<file path="src/rtl/hcc_pkg.sv">
package hcc_pkg;

   // state bit 0 = one-cycle delay (d1), bit 1 = two-cycle delay (d2)
   typedef logic [1:0] rsc_state_t;

   typedef enum logic [1:0] {
      PH_IDLE = 2'd0,
      PH_LOAD = 2'd1,
      PH_EMIT = 2'd2
   } phase_t;

   localparam int GRP_W   = 4;
   localparam int POS_SYS = 3;
   localparam int POS_P1  = 2;
   localparam int POS_P2  = 1;
   localparam int POS_P3  = 0;

   // feedback 1+D+D^2
   function automatic logic rsc_fb(input rsc_state_t s, input logic u);
      return u ^ s[0] ^ s[1];
   endfunction

   // feedforward 1+D^2
   function automatic logic rsc_par(input rsc_state_t s, input logic u);
      return rsc_fb(s, u) ^ s[1];
   endfunction

   function automatic rsc_state_t rsc_next(input rsc_state_t s, input logic u);
      return {s[0], rsc_fb(s, u)};
   endfunction

endpackage

</file>
<file path="src/rtl/hcc_rsc.sv">
module hcc_rsc
   import hcc_pkg::*;
(
   input  logic       clk,
   input  logic       rst_n,
   input  logic       clr,
   input  logic       en,
   input  logic       u,
   output logic       parity,
   output rsc_state_t state
);

   rsc_state_t s_eff;

   // clearing and consuming in one cycle codes the bit from the zero state
   assign s_eff  = clr ? '0 : state;
   assign parity = rsc_par(s_eff, u);

   always_ff @(posedge clk or negedge rst_n) begin
      if (!rst_n) begin
         state <= '0;
      end else if (en) begin
         state <= rsc_next(s_eff, u);
      end else if (clr) begin
         state <= '0;
      end
   end


   rsc_shift_chk: assert property (@(posedge clk) disable iff (!rst_n)
      (en && !clr) |=> state[1] == $past(state[0]));


   rsc_clear_chk: assert property (@(posedge clk) disable iff (!rst_n)
      (clr && !en) |=> state == '0);


   rsc_parity_chk: assert property (@(posedge clk) disable iff (!rst_n)
      (en && !clr) |=> state[0] == ($past(parity) ^ $past(state[1])));

endmodule

</file>
<file path="src/rtl/hcc_qpp_gen.sv">
module hcc_qpp_gen #(
   parameter int N  = 64,
   parameter int F1 = 7,
   parameter int F2 = 16
) (
   input  logic                 clk,
   input  logic                 rst_n,
   input  logic                 restart,
   input  logic                 advance,
   output logic [$clog2(N)-1:0] idx
);

   localparam int AW = $clog2(N);
   localparam logic [AW-1:0] STEP0 = AW'((F1 + F2) % N);
   localparam logic [AW-1:0] DSTEP = AW'((2 * F2) % N);

   if ((F1 % 2) != 1) begin : g_bad_f1
      $error("hcc_qpp_gen: F1 must be odd");
   end
   if ((F2 % 2) != 0) begin : g_bad_f2
      $error("hcc_qpp_gen: F2 must be even");
   end

   logic [AW-1:0] step;

   // pi(k+1) = pi(k) + g(k); g(k+1) = g(k) + 2*F2; mod N by truncation
   always_ff @(posedge clk or negedge rst_n) begin
      if (!rst_n) begin
         idx  <= '0;
         step <= STEP0;
      end else if (restart) begin
         idx  <= '0;
         step <= STEP0;
      end else if (advance) begin
         idx  <= idx + step;
         step <= step + DSTEP;
      end
   end


   qpp_restart_chk: assert property (@(posedge clk) disable iff (!rst_n)
      restart |=> idx == '0);


   qpp_step_odd_chk: assert property (@(posedge clk) disable iff (!rst_n)
      step[0] == 1'b1);


   qpp_moves_chk: assert property (@(posedge clk) disable iff (!rst_n)
      (advance && !restart) |=> idx != $past(idx));

endmodule

</file>
<file path="src/rtl/hcc_pmux.sv">
module hcc_pmux
   import hcc_pkg::*;
#(
   parameter bit PUNCTURE = 1'b0
) (
   input  logic             sys,
   input  logic             p1,
   input  logic             p2,
   input  logic             p3,
   input  logic             odd,
   output logic [GRP_W-1:0] grp,
   output logic [GRP_W-1:0] keep
);

   if (PUNCTURE) begin : g_punct
      always_comb begin
         keep          = '1;
         keep[POS_P2]  = ~odd;
         keep[POS_P3]  = odd;
         grp           = '0;
         grp[POS_SYS]  = sys;
         grp[POS_P1]   = p1;
         grp[POS_P2]   = p2 & ~odd;
         grp[POS_P3]   = p3 & odd;
      end
   end else begin : g_full
      logic unused_odd;
      assign unused_odd = odd;
      always_comb begin
         keep          = '1;
         grp           = '0;
         grp[POS_SYS]  = sys;
         grp[POS_P1]   = p1;
         grp[POS_P2]   = p2;
         grp[POS_P3]   = p3;
      end
   end

endmodule

</file>
<file path="src/rtl/hcc_encoder.sv">
module hcc_encoder
   import hcc_pkg::*;
#(
   parameter int FRAME_LEN = 64,
   parameter int ILV_A_F1  = 7,
   parameter int ILV_A_F2  = 16,
   parameter int ILV_B_F1  = 13,
   parameter int ILV_B_F2  = 40,
   parameter bit PUNCTURE  = 1'b0
) (
   input  logic       clk,
   input  logic       rst_n,
   input  logic       in_valid,
   input  logic       in_start,
   input  logic       in_bit,
   output logic       in_ready,
   output logic       out_valid,
   output logic [3:0] out_group,
   output logic [3:0] out_keep,
   output logic       out_last,
   output logic [1:0] end_state1,
   output logic [1:0] end_state2,
   output logic [1:0] end_state3
);

   localparam int AW = $clog2(FRAME_LEN);
   localparam logic [AW-1:0] LAST_IDX = AW'(FRAME_LEN - 1);
   localparam int KEEP_ONES = PUNCTURE ? 3 : 4;

   if (FRAME_LEN < 4 || (FRAME_LEN & (FRAME_LEN - 1)) != 0) begin : g_bad_len
      $error("hcc_encoder: FRAME_LEN must be a power of two, at least 4");
   end

   phase_t         phase;
   logic [AW-1:0]  cnt;
   logic [FRAME_LEN-1:0] msg_buf;
   logic [FRAME_LEN-1:0] par_buf;

   logic           take, store, first, enter_emit, emitting;
   logic [AW-1:0]  wr_idx;
   logic [AW-1:0]  idx_a, idx_b;
   logic           p1_in, p1_rd, sys_rd, u2, u3, p2, p3;
   logic [GRP_W-1:0] grp_c, keep_c;
   rsc_state_t     st1, st2, st3;

   // ---------------- load side ----------------
   assign in_ready   = (phase != PH_EMIT);
   assign emitting   = (phase == PH_EMIT);
   assign take       = in_valid && in_ready;
   assign first      = take && in_start;
   assign store      = take && (in_start || phase == PH_LOAD);
   assign wr_idx     = in_start ? '0 : cnt;
   assign enter_emit = store && (wr_idx == LAST_IDX);

   hcc_rsc u_enc1 (
      .clk    (clk),
      .rst_n  (rst_n),
      .clr    (first),
      .en     (store),
      .u      (in_bit),
      .parity (p1_in),
      .state  (st1)
   );

   always_ff @(posedge clk or negedge rst_n) begin
      if (!rst_n) begin
         phase   <= PH_IDLE;
         cnt     <= '0;
         msg_buf <= '0;
         par_buf <= '0;
      end else if (emitting) begin
         cnt <= cnt + 1'b1;
         if (cnt == LAST_IDX) begin
            phase <= PH_IDLE;
            cnt   <= '0;
         end
      end else if (store) begin
         msg_buf[wr_idx] <= in_bit;
         par_buf[wr_idx] <= p1_in;
         if (wr_idx == LAST_IDX) begin
            phase <= PH_EMIT;
            cnt   <= '0;
         end else begin
            phase <= PH_LOAD;
            cnt   <= wr_idx + 1'b1;
         end
      end
   end

   // ---------------- permuted replay ----------------
   hcc_qpp_gen #(.N(FRAME_LEN), .F1(ILV_A_F1), .F2(ILV_A_F2)) u_ilv_a (
      .clk     (clk),
      .rst_n   (rst_n),
      .restart (enter_emit),
      .advance (emitting),
      .idx     (idx_a)
   );

   hcc_qpp_gen #(.N(FRAME_LEN), .F1(ILV_B_F1), .F2(ILV_B_F2)) u_ilv_b (
      .clk     (clk),
      .rst_n   (rst_n),
      .restart (enter_emit),
      .advance (emitting),
      .idx     (idx_b)
   );

   assign sys_rd = msg_buf[cnt];
   assign p1_rd  = par_buf[cnt];
   assign u2     = msg_buf[idx_a];
   assign u3     = par_buf[idx_b];

   hcc_rsc u_enc2 (
      .clk    (clk),
      .rst_n  (rst_n),
      .clr    (enter_emit),
      .en     (emitting),
      .u      (u2),
      .parity (p2),
      .state  (st2)
   );

   hcc_rsc u_enc3 (
      .clk    (clk),
      .rst_n  (rst_n),
      .clr    (enter_emit),
      .en     (emitting),
      .u      (u3),
      .parity (p3),
      .state  (st3)
   );

   hcc_pmux #(.PUNCTURE(PUNCTURE)) u_pmux (
      .sys  (sys_rd),
      .p1   (p1_rd),
      .p2   (p2),
      .p3   (p3),
      .odd  (cnt[0]),
      .grp  (grp_c),
      .keep (keep_c)
   );

   always_ff @(posedge clk or negedge rst_n) begin
      if (!rst_n) begin
         out_valid <= 1'b0;
         out_last  <= 1'b0;
         out_group <= '0;
         out_keep  <= '0;
      end else begin
         out_valid <= emitting;
         out_last  <= emitting && (cnt == LAST_IDX);
         if (emitting) begin
            out_group <= grp_c;
            out_keep  <= keep_c;
         end
      end
   end

   assign end_state1 = {st1[1], st1[0]};
   assign end_state2 = {st2[1], st2[0]};
   assign end_state3 = {st3[1], st3[0]};

   // ---------------- checks ----------------
   logic [AW-1:0] grp_seen;
   always_ff @(posedge clk or negedge rst_n) begin
      if (!rst_n)                   grp_seen <= '0;
      else if (out_valid && out_last) grp_seen <= '0;
      else if (out_valid)           grp_seen <= grp_seen + 1'b1;
   end


   stall_in_emit_chk: assert property (@(posedge clk) disable iff (!rst_n)
      (out_valid && !out_last) |-> !in_ready);


   enter_stall_chk: assert property (@(posedge clk) disable iff (!rst_n)
      enter_emit |=> !in_ready);


   burst_chk: assert property (@(posedge clk) disable iff (!rst_n)
      (out_valid && !out_last) |=> out_valid);


   first_group_chk: assert property (@(posedge clk) disable iff (!rst_n)
      enter_emit |=> !out_valid ##1 out_valid);


   last_valid_chk: assert property (@(posedge clk) disable iff (!rst_n)
      out_last |-> out_valid);


   last_count_chk: assert property (@(posedge clk) disable iff (!rst_n)
      out_last |-> grp_seen == LAST_IDX);


   end_hold_chk: assert property (@(posedge clk) disable iff (!rst_n)
      (!emitting && !enter_emit) |=> $stable(end_state2) && $stable(end_state3));


   keep_count_chk: assert property (@(posedge clk) disable iff (!rst_n)
      out_valid |-> $countones(out_keep) == KEEP_ONES);


   drop_zero_chk: assert property (@(posedge clk) disable iff (!rst_n)
      out_valid |-> (out_group & ~out_keep) == '0);


   keep_alt_chk: assert property (@(posedge clk) disable iff (!rst_n)
      (PUNCTURE && out_valid && !out_last) |=> out_keep != $past(out_keep));

endmodule

</file>
<file path="config.mk">
export PLATFORM = sky130hd
export DESIGN_NAME = hcc_encoder
export DESIGN_NICKNAME = d
export VERILOG_FILES = /design/src/rtl/hcc_pkg.sv /design/src/rtl/hcc_rsc.sv /design/src/rtl/hcc_qpp_gen.sv /design/src/rtl/hcc_pmux.sv /design/src/rtl/hcc_encoder.sv
export SDC_FILE = /design/constraint.sdc
export NUM_CORES = 1
export LEC_CHECK = 0
export BUFFER_PORTS_ARGS = -buffer_cell sky130_fd_sc_hd__buf_2
export CORE_MARGIN = 2
export CORE_UTILIZATION = 32
export CTS_BUF_LIST = sky130_fd_sc_hd__clkbuf_4
export CTS_CLUSTER_DIAMETER = 150
export DETAILED_ROUTE_END_ITERATION = 8
export GPL_TIMING_DRIVEN = 0
export PLACE_DENSITY_LB_ADDON = 0.2
export SYNTH_ARGS = -nofsm -noshare
export SYNTH_HDL_FRONTEND = slang
export SYNTH_SLANG_ARGS = --single-unit
</file>
<file path="constraint.sdc">
create_clock -name clk -period 3.6 [get_ports clk]
set_clock_uncertainty 0.2 [all_clocks]
set_input_delay 0.18 -clock clk [delete_from_list [all_inputs] [get_ports clk]]
set_output_delay 0.18 -clock clk [all_outputs]
set_load 0.02 [all_outputs]
</file>
==> summary.md, run 1 <==
| Metric | Value |
|---|---|
| GR peak layer | `met2` |
| First-pass DRT Iterations | `7` |
| Worst Tran Pin Value | `1.14 ns` |
| R2R depth | `8` |
| Initial Utilization | `32.4%` |
| I/O pins | `22` |
| Row Count | `62` |
| Mapped Cells | `847` |
| CTS Buf Count | `17` |
| Synthesized cell area | `9240 µm²` |
| Fillers | `2897` |
| Ys async rst share | `100%` |
| PortBufs | `20` |
| GRT overflow | `0` |
| Die area | `30200 µm²` |
| R2R Path End | `out_group[3]$_DFFE_PN0P_` |
| Reg-to-Reg Start | `cnt[1]$_DFFE_PN0P_` |
| Core area | `28500 µm²` |
| Worst-skew pair later-pin latency | `0.58 ns` |
| Cell Pwr Density | `405 nW/µm²` |
| Commonest non-fill, non-tap cell in the layout | `dfrtp_1` |
| Synth Area in Simple Gates | `13.8%` |
| Crit. End Element | `flop` |
| Post-Synth XOR/XNOR Area | `1.42%` |
| CTS sink cnt | `165` |
| Die Y | `174 µm` |
| Hold Fails Final Rpt | `0` |
| Net Sw Frac | `34.2%` |
| Number of synthesized flops with an enable pin | `0` |
| CTS tree | `built` |
| Total power | `0.00413 W` |
| Worst path arrival time | `3.78 ns` |
| Mux share of post-synthesis cell area | `26.2%` |
| # setup viols final | `0` |
| Worst Hold Class | `input port to flop` |
| Clock power frac | `25.7%` |
| Post-Route WL | `29800 µm` |
| LEAKAGE | `4.53 nW` |
| Kind of critical path | `flop to flop` |
| Met1 usage | `28.3%` |
| Status | `completed` |
| Met2 demand-to-capacity share in global routing | `31.4%` |
| Unique masters post-synth | `54` |
| Syn_nets | `863` |
| Worst reg-to-reg setup slack | `0.08 ns` |
| Sum of net half-perimeters after detailed placement | `21300 µm` |
| Synth Area in Adders | `1.57%` |
| Antenna violations before repair | `1` |
| Most frequent cells in the layout | `dfrtp_1 (162), nand2_1 (117), nor2_1 (80)` |
| Clk root buf | `clkbuf_4` |
| Drt drc | `0` |
| Die Width | `174 µm` |
| Largest net degree at the start of global routing | `99` |
| CP max stage cell | `buf_1` |
| Crit-path max FO | `10` |
| Post-DRT Antenna Nets | `0` |
| CP required | `3.86 ns` |
| Initial DRC Count | `677` |
| Nets | `908` |
| Top FF cell, synth | `dfrtp_1` |
| Mapped Avg Cell Area | `10.9 µm²` |
| Worst Setup Start Kind | `flop` |
| Clk buf depth | `2` |
| Hold Startpoint | `in_bit` |
| Hold endpoint | `u_enc1.state[0]$_DFF_PN0_` |
| Reg power frac | `51.8%` |
| Worst Slack Setup Final | `0.0762 ns` |
| Bufs and invs on worst path | `2` |
| Ys Warns | `0` |
| Worst vdd ir | `175 µV` |
| Setup TNS | `0 ns` |
| Layout cells sized above 1 | `21.2%` |
| Pint | `0.00272 W` |
| Unrepaired setup endpoints after global routing | `no` |
| DR vias | `6970` |
| Seq/Total Area, Yosys | `44.7%` |
| DR WL/cell | `23.1 µm` |
| Max-Cap Viols | `0` |
| Placed Instances | `1253` |
| Number of global-route vias before repair | `6934` |
| Largest family of logic cells by synthesized area | `multiplexers` |
| Crit path cell chain | `buf_2 -> buf_1 -> mux4_2 -> mux4_2 -> o21ai_0 -> o21ai_0 -> o211ai_1 -> nand2_1` |
| Max incr delay on CP | `0.76 ns` |
| First-pass GRT wire length | `45500 µm` |
| Delay-heaviest family, CP | `buffers and inverters` |
| Routability cong. | `0.890` |
| Layout area overhead | `10.3%` |
| Max Slew Vio Count | `0` |
| Post-synthesis compound-gate area fraction | `8.98%` |
| Combinational power share | `22.4%` |
| Slew HR | `23.6%` |
| GRT Total Usage | `20.5%` |
| CTS HTree Levels | `4` |
| Hold WS | `0.184 ns` |
| Tmin final | `3.52 ns` |
| Register bit total from synthesis | `165` |
| Final std cells w/o fill | `1289` |
| DR vias/cell | `5.41` |
| NetSw | `0.00141 W` |
| Reg clk slew, reported paths | `0.16 ns` |
| Dpl ws | `-0.152 ns` |
| Hold-critical path depth | `5` |
| Max Fclk | `284 MHz` |
| Tcrit/Tclk final | `97.9%` |
| GR Util met3 | `5.12%` |
cell families (layout without fill, tap and decap cells):
family	after synthesis	in the layout
other cells	0	2
buf+inv	67	123
flops	165	165
compound gates	149	149
mux	157	157
xor+xnor	15	15
fa+ha+maj	11	11
simple gates	283	283
power by group through the flow:
| stage | clock network (W) | registers [W] | logic, W |
|---|---|---|---|
| floorplan | 0 | 0.00212 | 0.000576 |
| global placement | 0 | 0.00217 | 0.000898 |
| detailed placement | 0 | 0.00217 | 0.000912 |
| CTS | 0.00109 | 0.00214 | 0.000923 |
| global route | 0.00118 | 0.00216 | 0.00100 |
| finish | 0.00106 | 0.00214 | 0.000926 |
stage by stage:
stage	util, %	area, µm²
detailed placement	34.6	9870
floorplan	-	9240
global placement	34.4	9820
global route	35.7	10200
finish	35.7	10200
CTS	35.7	10200
state kept, by name, summed over array words and instances (netlist names):
| register | flops |
|---|---|
| u_enc1.state | 2 |
| phase | 2 |
| u_ilv_a.step | 1 |
| par_buf | 64 |
| out_last | 1 |
| msg_buf | 64 |
| out_keep | 1 |
| u_ilv_b.step | 3 |
| u_ilv_a.idx | 6 |
| cnt | 6 |
| out_group | 4 |
| out_valid | 1 |
| u_enc3.state | 2 |
| u_ilv_b.idx | 6 |
| u_enc2.state | 2 |
synth_stat cells, types with 4 or more instances:
cell type	instances	share of area (%)
mux2_2	64	7.8
a22oi_1	5	0.41
ha_1	10	1.4
a221oi_1	4	0.38
mux2i_1	34	3.7
nand3_1	22	1.2
buf_4	6	0.49
mux4_1	9	2.6
buf_1	4	0.16
a21oi_1	44	2.4
xnor2_1	8	0.76
xor2_1	7	0.66
nand4_1	6	0.41
mux4_2	50	12
dfrtp_1	162	44
nor2b_1	12	0.81
nor2_1	80	3.3
buf_2	11	0.60
clkbuf_1	39	1.6
nand2b_1	9	0.61
nand4b_1	4	0.38
inv_1	6	0.24
nor3_1	10	0.54
nand2_1	117	4.8
o21ai_0	74	4.0
cell type report:
| type | count | area, µm² | area share, % |
|---|---|---|---|
| Multi-Input combinational cell | 615 | 4820 | 47.3 |
| Buffer | 60 | 270 | 2.65 |
| Sequential cell | 165 | 4130 | 40.6 |
| Timing Repair Buffer | 27 | 216 | 2.12 |
| Clock buffer | 18 | 135 | 1.33 |
| Tap cell | 384 | 480 | 4.72 |
| Inverter | 6 | 22.5 | 0.221 |
| Antenna cell | 2 | 5.00 | 0.0491 |
| Clock inverter | 12 | 109 | 1.07 |
timing repair:
| action | in CTS | in global routing |
|---|---|---|
| endpoints found under the setup margin | 5 | 5 |
| gates resized for setup | 1 | 1 |
| buffers inserted | 0 | 0 |
| gates cloned | 0 | 0 |
| hold endpoints to repair | 170 | 0 |
| hold buffers | 5 | 0 |
tightest hold or removal path: stages:
cell	delay (ns)
clkbuf_1	0.28
nand3_1	0.14
o21ai_0	0.07
a21oi_1	0.14
o22a_1	0.13
worst max path at each step:
stage	startpoint	cells past startpoint	end
finish	cnt[1]$_DFFE_PN0P_	8	out_group[3]$_DFFE_PN0P_
global route	cnt[1]$_DFFE_PN0P_	12	u_enc2.state[0]$_DFF_PN0_
CTS	cnt[1]$_DFFE_PN0P_	11	u_ilv_a.idx[5]$_DFFE_PN0P_
detailed placement	cnt[1]$_DFFE_PN0P_	11	u_enc2.state[0]$_DFF_PN0_
global placement	rst_n	1	msg_buf[57]$_DFFE_PN0P_
floorplan	cnt[1]$_DFFE_PN0P_	11	u_enc2.state[0]$_DFF_PN0_
layer usage:
layer,vias up,part of all wire [%],wire length [µm]
li1,3177,-,-
met1,3538,46,13600
met2,213,46,13600
met3,42,5.6,1660
met4,0,3.3,996
met5,-,0,0
(Power assumes the default switching activity.)
==> inputs of run 2 (changes only) <==
Settings changed: SETUP_SLACK_MARGIN set to 0.4.
==> run 2 against run 1 <==
The run now ends with design-rule violations left; final cell count grew 0.23%; sequential power is essentially flat; maximum frequency up 13%; sequential cell count stayed put; largest cell class unchanged.
==> summary.md, run 2 (same netlist as run 1, synthesis figures left out) <==
| Metric | Value |
|---|---|
| Total power | `0.00413 W (+0.21%)` |
| Row Count | `62 (unchanged)` |
| Layout area overhead | `11.0%` |
| CP required | `3.86 ns (about the same)` |
| CTS HTree Levels | `4 (unchanged)` |
| Violated checks | `design-rule violations` |
| Drt drc | `1 (+1)` |
| Max Fclk | `321 MHz (+13%)` |
| # setup viols final | `0 (unchanged)` |
| Worst vdd ir | `171 µV (-2.3%)` |
| Kind of critical path | `flop to flop` |
| Reg clk slew, reported paths | `0.13 ns (-0.03 ns)` |
| Status | `finished with violations` |
| Tcrit/Tclk final | `86.5% (-11 points)` |
| First-pass GRT wire length | `45600 µm (+0.15%)` |
| Max-Cap Viols | `0 (unchanged)` |
| CTS sink cnt | `165 (unchanged)` |
| Critical Path Start | `cnt[1]$_DFFE_PN0P_` |
| Crit-path max FO | `10 (unchanged)` |
| Slew HR | `38.7% (+15 points)` |
| Final Core Density | `35.9% (+0.22 points)` |
| Most frequent cells in the layout | `dfrtp_1 (161), nand2_1 (117), nor2_1 (79)` |
| CTS Buf Count | `17 (unchanged)` |
| CTS tree | `built` |
| Worst Slack Setup Final | `0.486 ns (+0.410 ns)` |
| Worst Hold Class | `input port to flop` |
| GRT overflow | `0 (unchanged)` |
| Worst reg-to-reg setup slack | `0.49 ns (+0.41 ns)` |
| Initial DRC Count | `652 (-3.7%)` |
| Hold Startpoint | `in_start` |
| Die Y | `174 µm (unchanged)` |
| Crit. End Element | `flop` |
| Fillers | `2899 (+0.069%)` |
| Reg-to-Reg Start | `cnt[1]$_DFFE_PN0P_` |
| DR vias/cell | `5.40 (-0.12%)` |
| Number of global-route vias before repair | `6944 (+0.14%)` |
| Bufs and invs on worst path | `2 (unchanged)` |
| Antenna violations before repair | `1 (unchanged)` |
| PortBufs | `20 (unchanged)` |
| Die area | `30200 µm² (unchanged)` |
| Layout cells sized above 1 | `22.2% (+1.0 points)` |
| Core area | `28500 µm² (unchanged)` |
| Delay-heaviest family, CP | `multiplexers` |
| DR WL/cell | `23.1 µm (-0.21%)` |
| GRT Total Usage | `20.5% (+0.028 points)` |
| Clk buf depth | `2 (unchanged)` |
| CP max stage cell | `clkdlybuf4s15_2` |
| LEAKAGE | `4.57 nW (+0.77%)` |
| Sum of net half-perimeters after detailed placement | `21300 µm (unchanged)` |
| Worst path arrival time | `3.37 ns (-0.41 ns)` |
| Final std cells w/o fill | `1292 (+0.23%)` |
| Post-DRT Antenna Nets | `0 (unchanged)` |
| Routability cong. | `0.890 (unchanged)` |
| Cell Pwr Density | `403 nW/µm² (-0.41%)` |
| Nets | `911 (+0.33%)` |
| Max Slew Vio Count | `0 (unchanged)` |
| Commonest non-fill, non-tap cell in the layout | `dfrtp_1` |
| Placed Instances | `1253 (unchanged)` |
| Post-Route WL | `29800 µm (about the same)` |
| Hold Fails Final Rpt | `0 (unchanged)` |
| Unrepaired setup endpoints after global routing | `yes` |
| Dpl ws | `-0.152 ns (unchanged)` |
| Worst-skew pair later-pin latency | `0.59 ns (about the same)` |
| Uppermost routed layer | `met4` |
| Initial Utilization | `32.4% (unchanged)` |
| Tmin final | `3.11 ns (-0.410 ns)` |
| Max incr delay on CP | `0.53 ns (-0.23 ns)` |
| Largest net degree at the start of global routing | `99 (unchanged)` |
| DR vias | `6978 (+0.11%)` |
| Die Width | `174 µm (unchanged)` |
| Crit path cell chain | `clkbuf_4 -> clkdlybuf4s15_2 -> mux4_2 -> mux4_2 -> o21ai_0 -> o21ai_0 -> o211ai_1 -> nand2_1` |
| Hold-critical path depth | `6 (+1)` |
| I/O pins | `22 (unchanged)` |
| Metal1 wirelength | `13600 µm (+0.27%)` |
| Worst Setup Start Kind | `flop` |
| R2R depth | `8 (unchanged)` |
| Met3 wire length | `1700 µm (+2.2%)` |
| Crit path depth | `8 (unchanged)` |
| Met2 wire len | `13600 µm (-0.14%)` |
| First-pass DRT Iterations | `8 (+1)` |
| Biggest regs | `msg_buf (64), par_buf (64)` |
| Worst Tran Pin Value | `0.920 ns (-0.222 ns)` |
| Clk root buf | `clkbuf_4` |
-- run 2: cell types whose count changed in the layout (fill, tap and decap cells not counted), sizes merged --
cell | before | now
clkbuf | 56 | 58
clkdlybuf4s15 | 0 | 1
-- run 2: worst min-delay path: cells and delay by family --
kind / cells / cell delay, ns
buf+inv: 2 / 0.30
compound gates: 2 / 0.21
simple gates: 2 / 0.13
-- run 2: report_power, final --
| part | internal, W | leakage [nW] | switching [W] | total, W |
|---|---|---|---|---|
| logic | 0.000375 | 2.29 | 0.000560 | 0.000936 |
| registers | 0.00201 | 2.15 | 0.000133 | 0.00214 |
| clock network | 0.000343 | 0.126 | 0.000716 | 0.00106 |
| total | 0.00273 | 4.57 | 0.00141 | 0.00413 |
-- run 2: final timing paths --
path | endpoint
worst max-delay path | out_group[3]$_DFFE_PN0P_
worst min-delay path | cnt[0]$_DFFE_PN0P_
worst max register to register | out_group[3]$_DFFE_PN0P_
worst min register to register | out_group[1]$_DFFE_PN0P_
max in group asynchronous | par_buf[34]$_DFFE_PN0P_
min in group asynchronous | u_ilv_b.step[4]$_DFFE_PN1P_
-- run 2: final cells by class --
class,instances,area (µm²),area share [%]
plain buffers,61,300,2.93
flip-flops and latches,165,4130,40.3
repair buffers,29,231,2.26
clock buffers,18,135,1.32
well taps,384,480,4.69
inverters,6,22.5,0.220
multi-input cells,615,4830,47.2
diodes,2,5.00,0.0488
clock inverters,12,109,1.06
-- run 2: timing repair --
item / in CTS / in global routing
setup buffers: 0 / 2
pin swaps: 0 / 2
hold endpoints to repair: 170 / 0
hold buffers: 5 / 0
setup endpoints to repair: 27 / 42
gates resized for setup: 7 / 15
-- run 2: layer usage --
layer | vias up | GRT usage (%)
met5 | - | 0
met2 | 203 | 31.4
met3 | 43 | 5.12
li1 | 3185 | -
met1 | 3547 | 28.3
met4 | 0 | 7.32
-- run 2: through the flow --
| stage | area, µm² | setup TNS, ns | hold slack (ns) |
|---|---|---|---|
| 6_report | 10300 | 0 | 0.0741 |
| 5_1_grt | 10300 | 0 | 0.0706 |
| 4_1_cts | 10200 | 0 | 0.0474 |
| 3_5_place_dp | 9870 | -0.536 | -0.0123 |
| 3_3_place_gp | 9820 | -104.66 | 0.261 |
| 2_1_floorplan | 9240 | 0 | -0.316 |
==> inputs of run 3 (changes only) <==
Clock period 3.6 ns to 4 ns, I/O delays scaled along.
==> run 3 against run 2 <==
The run now ends clean; die area unchanged; hold slack better by 0.11 ns; sequential share of layout area up 0.23 points; largest cell class unchanged; highest routed layer unchanged.
==> summary.md, run 3 (same netlist as run 1, synthesis figures left out) <==
| Metric | Value |
|---|---|
| Status | `completed` |
| Routability cong. | `0.890 (unchanged)` |
| Reg power frac | `51.8% (about the same)` |
| Unrepaired setup endpoints after global routing | `no` |
| Worst Tran Pin Value | `1.14 ns (+0.218 ns)` |
| Placed Instances | `1253 (unchanged)` |
| CTS tree | `built` |
| Nets | `909 (-0.22%)` |
| Slew HR | `23.8% (-15 points)` |
| GRT Total Usage | `20.5% (-0.028 points)` |
| Commonest non-fill, non-tap cell in the layout | `dfrtp_1` |
| Layout area overhead | `10.3%` |
| Crit path cell chain | `buf_2 -> buf_1 -> mux4_2 -> mux4_2 -> o21ai_0 -> o21ai_0 -> o211ai_1 -> nand2_1` |
| LEAKAGE | `4.54 nW (-0.68%)` |
| Max incr delay on CP | `0.75 ns (+0.22 ns)` |
| CTS sink cnt | `165 (unchanged)` |
| Pint | `0.00244 W (-10%)` |
| Clock power frac | `25.7% (about the same)` |
| Post-DRT Antenna Nets | `0 (unchanged)` |
| Most frequent cells in the layout | `dfrtp_1 (162), nand2_1 (117), nor2_1 (80)` |
| Final std cells w/o fill | `1290 (-0.15%)` |
| Core area | `28500 µm² (unchanged)` |
| Hold Startpoint | `in_bit` |
| Clk buf depth | `2 (unchanged)` |
| Fin area | `10200 µm² (-0.59%)` |
| Hold-critical path depth | `5 (-1)` |
| CP required | `4.27 ns (+0.41 ns)` |
| Layout cells sized above 1 | `21.1% (-1.1 points)` |
| Fillers | `2896 (-0.10%)` |
| Area after DPL | `9870 µm² (unchanged)` |
| I/O pins | `22 (unchanged)` |
| Crit path depth | `8 (unchanged)` |
| Max Fclk | `287 MHz (-11%)` |
| Sum of net half-perimeters after detailed placement | `21300 µm (unchanged)` |
| Bufs and invs on worst path | `2 (unchanged)` |
| GRT overflow | `0 (unchanged)` |
| First-pass GRT wire length | `45500 µm (-0.15%)` |
| Clk root buf | `clkbuf_4` |
| NetSw | `0.00127 W (-9.8%)` |
| Drt drc | `0 (-1)` |
| Worst Hold Class | `input port to flop` |
| Critical Path Start | `cnt[1]$_DFFE_PN0P_` |
| CTS HTree Levels | `4 (unchanged)` |
| CP max stage cell | `buf_1` |
| Reg-to-Reg Start | `cnt[1]$_DFFE_PN0P_` |
| Worst reg-to-reg setup slack | `0.52 ns (+0.03 ns)` |
| DR vias/cell | `5.37 (-0.52%)` |
| DR WL/cell | `23.1 µm (+0.11%)` |
| Max Slew Vio Count | `0 (unchanged)` |
| First-pass DRT Iterations | `6 (-2)` |
| Antenna violations before repair | `1 (unchanged)` |
| Worst path arrival time | `3.76 ns (+0.39 ns)` |
| Net Sw Frac | `34.2% (+0.12 points)` |
| Post-Route WL | `29800 µm (about the same)` |
| Delay-heaviest family, CP | `buffers and inverters` |
| Hold WS | `0.181 ns (+0.107 ns)` |
| Die Y | `174 µm (unchanged)` |
| Worst-skew pair later-pin latency | `0.60 ns (about the same)` |
| Row Count | `62 (unchanged)` |
| Hold Fails Final Rpt | `0 (unchanged)` |
| Initial DRC Count | `632 (-3.1%)` |
| CTS Buf Count | `17 (unchanged)` |
| # setup viols final | `0 (unchanged)` |
| DR vias | `6931 (-0.67%)` |
| Crit-path max FO | `10 (unchanged)` |
| Kind of critical path | `flop to flop` |
| Reg clk slew, reported paths | `0.16 ns (+0.03 ns)` |
| Postcts setup bufs | `0 (unchanged)` |
| Die Width | `174 µm (unchanged)` |
| Biggest regs | `msg_buf (64), par_buf (64)` |
| Tcrit/Tclk final | `87.1% (+0.59 points)` |
| R2R depth | `8 (unchanged)` |
| Tmin final | `3.48 ns (+0.369 ns)` |
| Initial Utilization | `32.4% (unchanged)` |
| Number of global-route vias before repair | `6934 (-0.14%)` |
| Worst Setup Start Kind | `flop` |
| Max-Cap Viols | `0 (unchanged)` |
| Crit. End Element | `flop` |
| PortBufs | `20 (unchanged)` |
| Worst vdd ir | `155 µV (-9.2%)` |
| Cell Pwr Density | `365 nW/µm² (-9.6%)` |
| Storage cell area | `4130 µm² (about the same)` |
| Die area | `30200 µm² (unchanged)` |
| Area of the multi-input gates | `4820 µm² (-0.39%)` |
| Combinational power share | `22.4% (-0.2 points)` |
| Largest net degree at the start of global routing | `99 (unchanged)` |
## run 3: cell types whose count changed in the layout (fill, tap and decap cells not counted), moves of 2 or more
cell,before,now
buf_2,28,31
clkbuf_4,20,18
clkbuf_2,3,1
clkbuf_1,35,38
buf_4,9,6
## run 3: timing repair
item | 4_1_cts | 5_1_grt
hold endpoints to repair | 170 | 0
setup endpoints to repair | 5 | 5
gates resized for setup | 1 | 2
hold buffers | 5 | 0
## run 3: final timing paths
check                                               to
setup / recovery              out_group[3]$_DFFE_PN0P_
hold / removal               u_enc1.state[0]$_DFF_PN0_
setup reg to reg              out_group[3]$_DFFE_PN0P_
hold reg to reg               out_group[1]$_DFFE_PN0P_
max in group asynchronous      par_buf[27]$_DFFE_PN0P_
min in group asynchronous  u_ilv_b.step[4]$_DFFE_PN1P_
## run 3: through the flow
step | worst slack, ns | utilization (%) | TNS, ns | total power [W]
6_report | 0.517 | 35.7 | 0 | 0.00372
5_1_grt | 0.418 | 35.7 | 0 | 0.00391
4_1_cts | 0.468 | 35.7 | 0 | 0.00374
3_5_place_dp | 0.248 | 34.6 | 0 | 0.00278
3_3_place_gp | -0.262 | 34.4 | -38.76 | 0.00276
2_1_floorplan | 1.37 | - | 0 | 0.00243
## run 3: final cells by class
| cell class | count | share of cell area, % |
|---|---|---|
| diodes | 2 | 0.0491 |
| multi-input cells | 615 | 47.3 |
| well taps | 384 | 4.71 |
| repair buffers | 27 | 2.12 |
| plain buffers | 61 | 2.70 |
| inverters | 6 | 0.221 |
| clock inverters | 12 | 1.07 |
| clock buffers | 18 | 1.33 |
| flip-flops and latches | 165 | 40.5 |
## run 3: worst register-to-register path: stages (launching register included)
cell and delay [ns]:
dfrtp_1 0.47, buf_2 0.33, buf_1 0.76, mux4_2 0.45, mux4_2 0.49, o21ai_0 0.16
o21ai_0 0.21, o211ai_1 0.22, nand2_1 0.08
## run 3: power groups by stage
stage / Combinational (W) / Clock (W) / Sequential, W
after floorplan: 0.000519 / 0 / 0.00191
after global placement: 0.000808 / 0 / 0.00195
after detailed placement: 0.000821 / 0 / 0.00195
after CTS: 0.000831 / 0.000984 / 0.00192
after global routing: 0.000900 / 0.00106 / 0.00195
final: 0.000834 / 0.000956 / 0.00193
## run 3: metal layers
metal | vias to the layer above | track usage (%) | routed length [µm]
li1 | 3174 | - | -
met1 | 3519 | 28.3 | 13600
met2 | 194 | 31.4 | 13600
met3 | 44 | 5.12 | 1650
met4 | 0 | 7.32 | 994
met5 | - | 0 | 0
